--- config.mk ---
export PLATFORM = sky130hd
export DESIGN_NAME = branch_resolve_unit
export DESIGN_NICKNAME = d
export VERILOG_FILES = /design/src/rtl/bru_pkg.sv /design/src/rtl/bru_decode.sv /design/src/rtl/bru_redirect_calc.sv /design/src/rtl/bru_stat_counters.sv /design/src/rtl/branch_resolve_unit.sv
export SDC_FILE = /design/constraint.sdc
export NUM_CORES = 1
export LEC_CHECK = 0
export ABC_AREA = 1
export BUFFER_PORTS_ARGS = -buffer_cell sky130_fd_sc_hd__buf_2
export CAP_MARGIN = 30
export CORE_AREA = 2 2 102 104
export CTS_CLUSTER_SIZE = 20
export DETAILED_ROUTE_END_ITERATION = 6
export DIE_AREA = 0 0 104 106
export PLACE_DENSITY = 0.83
export SLEW_MARGIN = 10
export SYNTH_ARGS = -nofsm -noshare
export SYNTH_HDL_FRONTEND = slang
export SYNTH_SLANG_ARGS = --single-unit
--- constraint.sdc ---
create_clock -name clk -period 2.3 [get_ports clk]
set_input_delay 0.345 -clock clk [delete_from_list [all_inputs] [get_ports clk]]
set_output_delay 0.345 -clock clk [all_outputs]
set_load 0.01 [all_outputs]
--- src/rtl/bru_pkg.sv ---
package bru_pkg;
  typedef enum logic [1:0] {
    KIND_ALU      = 2'd0,
    KIND_MEM      = 2'd1,
    KIND_DIRECT   = 2'd2,
    KIND_INDIRECT = 2'd3
  } kind_e;
endpackage

--- src/rtl/bru_decode.sv ---
module bru_decode
  import bru_pkg::*;
(
  input  logic  valid,
  input  kind_e kind,
  input  logic  pred_taken,
  input  logic  cond_dslot,
  input  logic  mispred,
  input  logic  fault,
  output logic  do_done,
  output logic  do_squash,
  output logic  do_warn,
  output logic  do_trap,
  output logic  do_error,
  output logic  do_exec,
  output logic  use_general,
  output logic  keep_dslot
);
  logic is_branch;
  logic cond_direct;

  assign is_branch   = (kind == KIND_DIRECT) || (kind == KIND_INDIRECT);
  assign cond_direct = (kind == KIND_DIRECT) && cond_dslot;
  assign use_general = !cond_direct;

  always_comb begin
    do_done   = 1'b0;
    do_squash = 1'b0;
    do_warn   = 1'b0;
    do_trap   = 1'b0;
    do_error  = 1'b0;
    do_exec   = 1'b0;
    if (valid) begin
      if (kind == KIND_MEM) begin
        do_error = 1'b1;
      end else if (!is_branch && mispred) begin
        do_error = 1'b1;
      end else begin
        do_exec = 1'b1;
        if (fault) begin
          do_warn = is_branch;
          do_trap = !is_branch;
        end else begin
          do_done   = 1'b1;
          do_squash = is_branch && mispred;
        end
      end
    end
  end

  assign keep_dslot = do_squash && cond_direct && !pred_taken;
endmodule

--- src/rtl/bru_redirect_calc.sv ---
module bru_redirect_calc #(
  parameter int SEQ_W      = 8,
  parameter int PC_W       = 32,
  parameter bit DELAY_SLOT = 1'b1
) (
  input  logic [SEQ_W-1:0] seq,
  input  logic [PC_W-1:0]  next_pc,
  input  logic [PC_W-1:0]  next_npc,
  input  logic             use_general,
  output logic [SEQ_W-1:0] bound_seq,
  output logic [PC_W-1:0]  target_pc
);
  logic [SEQ_W-1:0] gen_seq;
  logic [PC_W-1:0]  gen_pc;

  generate
    if (DELAY_SLOT) begin : g_with_slot
      assign gen_seq = seq + 1'b1;
      assign gen_pc  = next_npc;
    end else begin : g_no_slot
      assign gen_seq = seq;
      assign gen_pc  = next_pc;
    end
  endgenerate

  assign bound_seq = use_general ? gen_seq : seq;
  assign target_pc = use_general ? gen_pc  : next_pc;
endmodule

--- src/rtl/bru_stat_counters.sv ---
module bru_stat_counters #(
  parameter int CNT_W = 16
) (
  input  logic             clk,
  input  logic             rst_n,
  input  logic             inc_exec,
  input  logic             inc_taken_wrong,
  input  logic             inc_ntaken_wrong,
  output logic [CNT_W-1:0] cnt_exec,
  output logic [CNT_W-1:0] cnt_taken_wrong,
  output logic [CNT_W-1:0] cnt_ntaken_wrong
);
  always_ff @(posedge clk) begin
    if (!rst_n) begin
      cnt_exec         <= '0;
      cnt_taken_wrong  <= '0;
      cnt_ntaken_wrong <= '0;
    end else begin
      if (inc_exec)         cnt_exec         <= cnt_exec + 1'b1;
      if (inc_taken_wrong)  cnt_taken_wrong  <= cnt_taken_wrong + 1'b1;
      if (inc_ntaken_wrong) cnt_ntaken_wrong <= cnt_ntaken_wrong + 1'b1;
    end
  end
endmodule

--- src/rtl/branch_resolve_unit.sv ---
module branch_resolve_unit
  import bru_pkg::*;
#(
  parameter int SEQ_W      = 8,
  parameter int TID_W      = 2,
  parameter int STG_W      = 3,
  parameter int PC_W       = 32,
  parameter int CNT_W      = 16,
  parameter bit DELAY_SLOT = 1'b1
) (
  input  logic             clk,
  input  logic             rst_n,
  input  logic             in_valid,
  output logic             in_ready,
  input  logic [1:0]       in_kind,
  input  logic [SEQ_W-1:0] in_seq,
  input  logic [TID_W-1:0] in_tid,
  input  logic [STG_W-1:0] in_stage,
  input  logic             in_pred_taken,
  input  logic             in_cond_dslot,
  input  logic             in_mispred,
  input  logic             in_fault,
  input  logic [PC_W-1:0]  in_next_pc,
  input  logic [PC_W-1:0]  in_next_npc,
  output logic             done_valid,
  output logic [SEQ_W-1:0] done_seq,
  output logic             squash_valid,
  output logic [SEQ_W-1:0] squash_seq,
  output logic [STG_W-1:0] squash_stage,
  output logic [TID_W-1:0] squash_tid,
  output logic [PC_W-1:0]  redirect_pc,
  output logic             dslot_keep,
  output logic             warn_valid,
  output logic             trap_valid,
  output logic [TID_W-1:0] trap_tid,
  output logic             error_valid,
  output logic [CNT_W-1:0] cnt_taken_wrong,
  output logic [CNT_W-1:0] cnt_ntaken_wrong,
  output logic [CNT_W-1:0] cnt_exec
);
  logic             d_done, d_squash, d_warn, d_trap, d_error, d_exec;
  logic             d_general, d_keep;
  logic [SEQ_W-1:0] c_seq;
  logic [PC_W-1:0]  c_pc;

  assign in_ready = 1'b1;

  bru_decode u_decode (
    .valid       (in_valid),
    .kind        (kind_e'(in_kind)),
    .pred_taken  (in_pred_taken),
    .cond_dslot  (in_cond_dslot),
    .mispred     (in_mispred),
    .fault       (in_fault),
    .do_done     (d_done),
    .do_squash   (d_squash),
    .do_warn     (d_warn),
    .do_trap     (d_trap),
    .do_error    (d_error),
    .do_exec     (d_exec),
    .use_general (d_general),
    .keep_dslot  (d_keep)
  );

  bru_redirect_calc #(
    .SEQ_W      (SEQ_W),
    .PC_W       (PC_W),
    .DELAY_SLOT (DELAY_SLOT)
  ) u_calc (
    .seq         (in_seq),
    .next_pc     (in_next_pc),
    .next_npc    (in_next_npc),
    .use_general (d_general),
    .bound_seq   (c_seq),
    .target_pc   (c_pc)
  );

  bru_stat_counters #(.CNT_W(CNT_W)) u_stats (
    .clk              (clk),
    .rst_n            (rst_n),
    .inc_exec         (d_exec),
    .inc_taken_wrong  (d_squash && in_pred_taken),
    .inc_ntaken_wrong (d_squash && !in_pred_taken),
    .cnt_exec         (cnt_exec),
    .cnt_taken_wrong  (cnt_taken_wrong),
    .cnt_ntaken_wrong (cnt_ntaken_wrong)
  );

  always_ff @(posedge clk) begin
    if (!rst_n) begin
      done_valid   <= 1'b0;
      squash_valid <= 1'b0;
      warn_valid   <= 1'b0;
      trap_valid   <= 1'b0;
      error_valid  <= 1'b0;
      dslot_keep   <= 1'b0;
      done_seq     <= '0;
      squash_seq   <= '0;
      squash_stage <= '0;
      squash_tid   <= '0;
      redirect_pc  <= '0;
      trap_tid     <= '0;
    end else begin
      done_valid   <= d_done;
      squash_valid <= d_squash;
      warn_valid   <= d_warn;
      trap_valid   <= d_trap;
      error_valid  <= d_error;
      dslot_keep   <= d_keep;
      if (d_done) done_seq <= in_seq;
      if (d_squash) begin
        squash_seq   <= c_seq;
        squash_stage <= in_stage;
        squash_tid   <= in_tid;
        redirect_pc  <= c_pc;
      end
      if (d_trap) trap_tid <= in_tid;
    end
  end

  logic [CNT_W-1:0] mis_sum;
  assign mis_sum = cnt_taken_wrong + cnt_ntaken_wrong;

  assert_mem_never_completes_R1: assert property (@(posedge clk) disable iff (!rst_n)
    error_valid |-> (!done_valid && !squash_valid && !trap_valid && !warn_valid));

  assert_dslot_needs_squash_R3: assert property (@(posedge clk) disable iff (!rst_n)
    dslot_keep |-> squash_valid);

  assert_miscount_tracks_squash_R8: assert property (@(posedge clk) disable iff (!rst_n)
    squash_valid |-> (mis_sum == CNT_W'($past(mis_sum) + 1'b1)));

  assert_miscount_quiet_R8: assert property (@(posedge clk) disable iff (!rst_n)
    (!squash_valid && $past(rst_n)) |-> $stable(mis_sum));

  assert_exec_tracks_done_R9: assert property (@(posedge clk) disable iff (!rst_n)
    (done_valid || warn_valid || trap_valid) |-> (cnt_exec == CNT_W'($past(cnt_exec) + 1'b1)));

  assert_fault_blocks_done_R11: assert property (@(posedge clk) disable iff (!rst_n)
    (trap_valid || warn_valid) |-> (!done_valid && !squash_valid));
endmodule

==> results.yml, run 1 <==
run_status:
  status: "complete, no violations"
setup_path:
  crit_path_max_fanout: 8
  critPathLaunchType: "register"
  worstPathCellList: "nand2_1 > nor2_1 > nand2_1 > nor2_4 > nand2_1 > o21ai_0 > nor2_1"
  crit_top_cell: "nand2_1"
  slowest_stage: "dfxtp_1"
  cp.arrival_ns: 1.70
  required_ns: 2.56
  slowest_delay_ns: 0.44
  rrSetupSlack_ns: 0.86
  critPathCaptureType: "register"
  crit_family: "simple AND/OR/NAND/NOR gates"
  reg2reg_to: "u_stats.cnt_exec[7]"
  worst-path-buf-inv: 0
  crit_type: "register to register"
  rr_startpoint: "u_stats.cnt_exec[2]"
  r2r_cells: 7
route:
  routedWlPerCell_um: 12.80
  drt_drc_violations_left: 0
  ant_nets: 0
  drt_first_pass_iters: 5
  drt-vias-per-instance: 4.984
  drt-total-wl_mm: 13.45
  vias: 5238
  drtIter0Drc: 191
sta:
  setup_viol: 0
  tightestPinTransition_ns: 0.5253
  hold_violations: 0
  hold-worst-slack_ns: 0.2118
  finalSetupTns_ns: 0
  max_slew_margin_pct: 64.90
  drv_slew: 0
  rsz0062_at_grt: "false"
  finalCritPeriodShare_pct: 62.66
  max_freq_ghz: 0.6939
  skew_ns: 0.01433
  min_period_ns: 1.441
layout:
  final_cells: 1051
  nFillCells: 970
  drive_gt1_share_pct: 25.68
  diodes: 0
  nets: 1000
  area_growth_pct: 25.64
power:
  p_sw_share_pct: 24.98
  ir_drop_mv: 0.2819
  p_comb_share_pct: 10.1
  power_frac_clock_pct: 33.7
  fin_total_pwr_mw: 3.475
  p_int_mw: 2.607
  p_switching_mw: 0.8681
  seq_power_share_pct: 56.2
  power_density_nw_per_um2: 550.7
  power_leakage_nw: 3.030
synthesis:
  synth.avg_cell_area_um2: 6.927
  yosys_warnings: 0
  syn_area_um2: 5022
  async_reset_ff_share_pct: 0
  yosys.cell_types.count: 31
  synthCells: 725
  syn-num-nets: 815
  synth-seq-area-share_pct: 43.45
  synth_ff_type: "dfxtp_1"
  ys_ff_latch: 109
  synth-edff-count: 0
cts:
  post_cts_buffers: 0
  ctsResizeCount: 0
  clock-sinks: 109
  cts_buffers: 9
  cts_tree: "built"
  htreeDepth: 3
  clock_latency_ns: 0.37
  clock_path_buffers: 2
  clk_pin_slew_ns: 0.09
  hold_buffers: 0
  clock-root-buffer: "clkbuf_8"
place:
  routabilityCongestion: 0.8484
  dp_cells: 1035
  portBuffers: 194
  dp_hpwl_mm: 10.22
floorplan:
  die_w_um: 104
  die_y_um: 106
  row_count: 37
  coreArea_um2: 10000
  ioPinCount: 196
  dieArea_um2: 11020
  initial_core_util_pct: 50.23
hold_path:
  min_to: "squash_stage[2]"
  hp-class: "input port to register"
  min_from: "in_stage[2]"
  whs_path_depth: 3
job:
  max_cap_violations: 0
global_route:
  grt_pass1_wl_mm: 22.19
  grt_overflow: 0
  grt_max_degree: 49
  grt_pass1_vias: 4759
  antenna_found_initial: 0
  grtUsageTotal_pct: 24.43
[metrics by stage]
step	worst slack [ns]	utilization, %	area, µm²
4_1_cts	0.8520	63.10	6310
6_report	0.8588	63.10	6310
3_3_place_gp	0.5920	61.09	6108
2_1_floorplan	0.9464	-	5022
5_1_grt	0.7048	63.10	6310
3_5_place_dp	0.5103	61.09	6108
[tightest hold or removal path, stage by stage]
cell and delay, ns:
buf_2 0.07, nor2_1 0.03, nor2_1 0.09
[worst max path at each step]
stage,start,endpoint,slack (ns),cells after the start
floorplan,u_stats.cnt_ntaken_wrong[1],u_stats.cnt_ntaken_wrong[12],0.95,8
global placement,in_fault,redirect_pc[21],0.59,7
detailed placement,in_fault,redirect_pc[22],0.51,7
CTS,u_stats.cnt_exec[2],u_stats.cnt_exec[7],0.85,7
global route,u_stats.cnt_taken_wrong[1],u_stats.cnt_taken_wrong[10],0.70,9
finish,u_stats.cnt_exec[2],u_stats.cnt_exec[7],0.86,7
[power groups by stage]
stage               clock, mW  combinational (mW)  sequential (mW)
floorplan                   0               0.158             2.01
global placement            0               0.346             2.00
detailed placement          0               0.352             1.99
CTS                      1.20               0.353             1.95
global route             1.27               0.395             1.96
finish                   1.17               0.351             1.95
[sequential cells by signal (all words and copies together), names as in the netlist]
signal / cells
redirect_pc: 32
trap_valid: 1
done_seq: 8
error_valid: 1
warn_valid: 1
dslot_keep: 1
done_valid: 1
u_stats.cnt_taken_wrong: 16
squash_tid: 2
u_stats.cnt_ntaken_wrong: 16
squash_stage: 3
squash_seq: 8
squash_valid: 1
u_stats.cnt_exec: 16
trap_tid: 2
[cells by family (layout without fill, tap and decap cells)]
| group | after synthesis | after routing | synth area share (%) |
|---|---|---|---|
| AO/OA/AOI/OAI | 130 | 130 | 14.05 |
| XOR/XNOR | 8 | 8 | 1.395 |
| adder cells (fa/ha/maj) | 4 | 4 | 0.9966 |
| buffers and inverters | 102 | 292 | 8.171 |
| flip-flops | 109 | 109 | 43.45 |
| other | 1 | 1 | 0.07467 |
| AND/OR/NAND/NOR | 371 | 371 | 31.86 |
[cells in the final DEF (no fill, tap or decap), types with 3 or more instances in the layout]
cell / Yosys / routed
buf_2: 13 / 194
xor2_1: 5 / 5
inv_2: 3 / 3
and3_1: 3 / 3
a31oi_1: 33 / 33
nand3_1: 31 / 31
a21oi_1: 24 / 24
o21bai_1: 4 / 4
nor2_4: 7 / 8
nor3_1: 13 / 13
dfxtp_1: 109 / 109
buf_4: 3 / 7
o21ai_0: 66 / 66
xnor2_1: 3 / 3
ha_1: 4 / 4
nand4_1: 13 / 13
nand2_1: 189 / 189
clkbuf_8: 0 / 10
nor2_1: 103 / 103
inv_1: 71 / 71
[area by class of cell]
type,instances,area [µm²],share of cell area [%]
Clock buffer,11,141.4,2.241
Clock inverter,5,60.06,0.9518
Inverter,74,277.8,4.402
Multi-Input combinational cell,514,2435,38.59
Sequential cell,109,2182,34.58
Tap cell,136,170.2,2.697
Timing Repair Buffer,202,1044,16.54
[cells in the mapped netlist (4+ instances only)]
cell | count | share of area (%)
nor2_1 | 103 | 7.7
clkbuf_1 | 11 | 0.82
xor2_1 | 5 | 0.87
nand2_1 | 189 | 14
nand4_1 | 13 | 1.6
inv_1 | 71 | 5.3
ha_1 | 4 | 1.0
buf_2 | 13 | 1.3
a31oi_1 | 33 | 4.1
dfxtp_1 | 109 | 43
nor3_1 | 13 | 1.3
o21ai_0 | 66 | 6.6
nand3_1 | 31 | 3.1
o21bai_1 | 4 | 0.60
nor2_4 | 7 | 1.6
a21oi_1 | 24 | 2.4
[routing by layer]
| metal | vias up | track usage [%] | wire length (µm) |
|---|---|---|---|
| met5 | - | 0 | 0 |
| met4 | 0 | 8.108 | 267 |
| met3 | 19 | 6.254 | 956 |
| met2 | 184 | 42.11 | 6306 |
| met1 | 2321 | 29.85 | 5921 |
| li1 | 2714 | - | - |
Note: power is estimated with default switching activity, not from simulation.
==> run 2: changes to the inputs <==
ABC_AREA = 0   (was 1)
CORE_AREA = 2 2 108 110   (was 2 2 102 104)
DIE_AREA = 0 0 110 112   (was 0 0 104 106)
PLACE_DENSITY = 0.75   (was 0.83)
clock period = 1.24 ns   (was 2.3 ns; I/O delays follow)
==> run 2 against run 1 <==
The run now ends with negative setup slack left. Sequential power up 84%. Synthesized cell count fell by 22%. Combinational power rose by 110%. Utilization increased by 2.5 points. Clock skew is 0.0072 ns lower. Non-clock buffer count increased by 99.
==> results.yml, run 2 <==
run_status:
  status: "finished with violations"
  violations: "negative setup slack"
synthesis:
  synth-edff-count: 0
  synth.avg_cell_area_um2: 8.284
  ys_ff_latch: 109
  syn_area_um2: 4697
  yosysTopAreaCellShare_pct: 46.46
  synthTopCellsByCount: "109 x dfxtp_1, 104 x nand2_1, 75 x nor2_1"
  yosys.cell_types.count: 36
  synth_ff_type: "dfxtp_1"
  synth_most_common_cell: "dfxtp_1"
  async_reset_ff_share_pct: 0
  synthCells: 567
  yosys_warnings: 0
  syn-num-nets: 657
  yosys.area.top_type: "dfxtp_1"
  synth_area_leaders: "dfxtp_1 46%, nand2_1 8.3%, a311oi_1 6.2%, nor2_1 6.0%, xnor2_1 3.9%"
  synth-seq-area-share_pct: 46.46
floorplan:
  die_w_um: 110
  initial_core_util_pct: 42.03
  ioPinCount: 196
  die_y_um: 112
  coreArea_um2: 11170
  row_count: 39
  dieArea_um2: 12320
layout:
  final_common_cell: "buf_2"
  diodes: 0
  final_cells: 988
  nFillCells: 879
  drive_gt1_share_pct: 45.92
  fin_area_um2: 7335
  largest_reg_flops: 32
  final_cell_mix: "189 x buf_2, 104 x nand2_1, 84 x dfxtp_1, 80 x buf_4, 73 x nor2_1"
  top_register: "redirect_pc"
  area_growth_pct: 56.15
  nets: 930
sta:
  setup_viol: 30
  min_period_ns: 1.586
  drv_slew: 0
  hold_violations: 0
  timing.final.ws_setup_ns: -0.3462
  rsz0062_at_grt: "true"
  max_freq_ghz: 0.6304
  finalCritPeriodShare_pct: 127.9
  skew_ns: 0.007135
  hold-worst-slack_ns: 0.08493
setup_path:
  worstSetupStartpoint: "u_stats.cnt_ntaken_wrong[5]"
  critPathCaptureType: "register"
  slowest_delay_ns: 0.49
  cp.arrival_ns: 1.86
  crit_top_cell: "or3_4"
  critPathLaunchType: "register"
  crit_type: "register to register"
  slowest_stage: "or3_4"
  required_ns: 1.51
  worst-path-buf-inv: 0
  rr_startpoint: "u_stats.cnt_ntaken_wrong[5]"
  worstPathCellList: "nand4_1 > or3_4 > or3_4 > a21oi_2"
  crit_family: "simple AND/OR/NAND/NOR gates"
  crit_path_max_fanout: 3
power:
  power_leakage_nw: 3.379
  power_frac_clock_pct: 40.0
  p_comb_share_pct: 10.4
  p_sw_share_pct: 24.90
  seq_power_share_pct: 49.7
  p_switching_mw: 1.799
  p_int_mw: 5.427
  ir_drop_mv: 0.6181
  power_density_nw_per_um2: 985.2
place:
  dp_hpwl_mm: 10.48
  portBuffers: 194
  routabilityCongestion: 0.8652
  dp_cells: 946
  place_area_um2: 6518
global_route:
  grt_overflow: 0
  grtUsageTotal_pct: 22.54
  grt_max_degree: 47
  grt_pass1_wl_mm: 22.43
  antenna_found_initial: 0
  grt_pass1_vias: 4975
route:
  drt-total-wl_mm: 15.05
  routedWlPerCell_um: 15.23
  ant_nets: 0
  vias: 5222
  drt_drc_violations_left: 0
  drtIter0Drc: 291
  drt_first_pass_iters: 7
  drt-vias-per-instance: 5.285
cts:
  clock-root-buffer: "clkbuf_16"
  clock_latency_ns: 0.35
  cts_tree: "built"
  cts_buffers: 9
  clock_path_buffers: 2
  hold_buffers: 0
  clk_pin_slew_ns: 0.08
  clock-sinks: 109
  htreeDepth: 3
hold_path:
  min_from: "in_stage[0]"
  hp-class: "input port to register"
job:
  max_cap_violations: 0
[run 2: changes by cell type in the layout (fill, tap and decap cells not counted), sizes merged, moves of 7 or more]
cell / before / now
nor2: 112 / 75
xor2: 5 / 14
nand4b: 0 / 8
inv: 74 / 8
a311oi: 0 / 33
mux2i: 0 / 11
nand3: 33 / 20
and4: 0 / 7
nand2: 191 / 104
a31oi: 33 / 0
xnor2: 3 / 21
or3: 0 / 12
o21ai: 69 / 23
buf: 202 / 301
[run 2: cells by family (layout without fill, tap and decap cells)]
logic type | count (synthesis) | after routing | synth area share, %
AND/OR/NAND/NOR | 276 | 276 | 27.73
XOR/XNOR | 35 | 35 | 6.526
multiplexers | 11 | 11 | 2.344
buffers and inverters | 44 | 322 | 3.729
flip-flops | 109 | 109 | 46.46
AO/OA/AOI/OAI | 87 | 87 | 12.07
adder cells (fa/ha/maj) | 4 | 4 | 1.066
other | 1 | 1 | 0.07984
[run 2: worst register-to-register path, cell delays in order (launching register included)]
cell and delay (ns):
dfxtp_2 0.33, nand4_1 0.22, or3_4 0.49, or3_4 0.35, a21oi_2 0.13
[run 2: area by class of cell]
| class | instances | area, µm² | share of cell area, % |
|---|---|---|---|
| Timing Repair Buffer | 301 | 1963 | 26.77 |
| Inverter | 5 | 18.77 | 0.2559 |
| Sequential cell | 109 | 2241 | 30.55 |
| Clock inverter | 6 | 52.55 | 0.7165 |
| Tap cell | 143 | 178.9 | 2.439 |
| Multi-Input combinational cell | 414 | 2630 | 35.86 |
| Clock buffer | 10 | 250.2 | 3.412 |
[run 2: metrics by stage]
stage	total power, mW	setup TNS (ns)	setup WS (ns)	util, %
floorplan	4.002	-1.674	-0.2663	-
global placement	4.357	-15.93	-0.4643	58.32
detailed placement	4.381	-18.58	-0.4957	58.32
CTS	7.264	-2.925	-0.2838	63.44
global route	7.485	-6.008	-0.3954	65.64
finish	7.226	-3.862	-0.3462	65.64
[run 2: timing repair]
item,4_1_cts,5_1_grt
resized for setup,32,37
pin swaps,28,28
setup endpoints to repair,26,43
gates cloned,0,0
setup buffers,16,19
[run 2: power groups by stage]
stage	combinational, mW	sequential [mW]	clock, mW
final	0.749	3.59	2.89
after floorplan	0.295	3.71	0
after CTS	0.723	3.59	2.95
after global routing	0.818	3.60	3.07
after global placement	0.688	3.67	0
after detailed placement	0.709	3.67	0
[run 2: final timing paths]
path | end | slack, ns | cells past startpoint
worst max register to register | u_stats.cnt_ntaken_wrong[8] | -0.35 | 4
worst max-delay path | u_stats.cnt_ntaken_wrong[8] | -0.35 | 4
worst min-delay path | squash_stage[0] | 0.08 | 3
worst min register to register | squash_seq[0] | 0.45 | 2
[run 2: routing by layer]
layer,vias up,track usage [%],part of all wire (%)
met3,41,4.215,6.4
met2,212,40.00,52
met4,0,9.789,3.2
li1,2535,-,-
met5,-,0,0
met1,2434,25.86,39
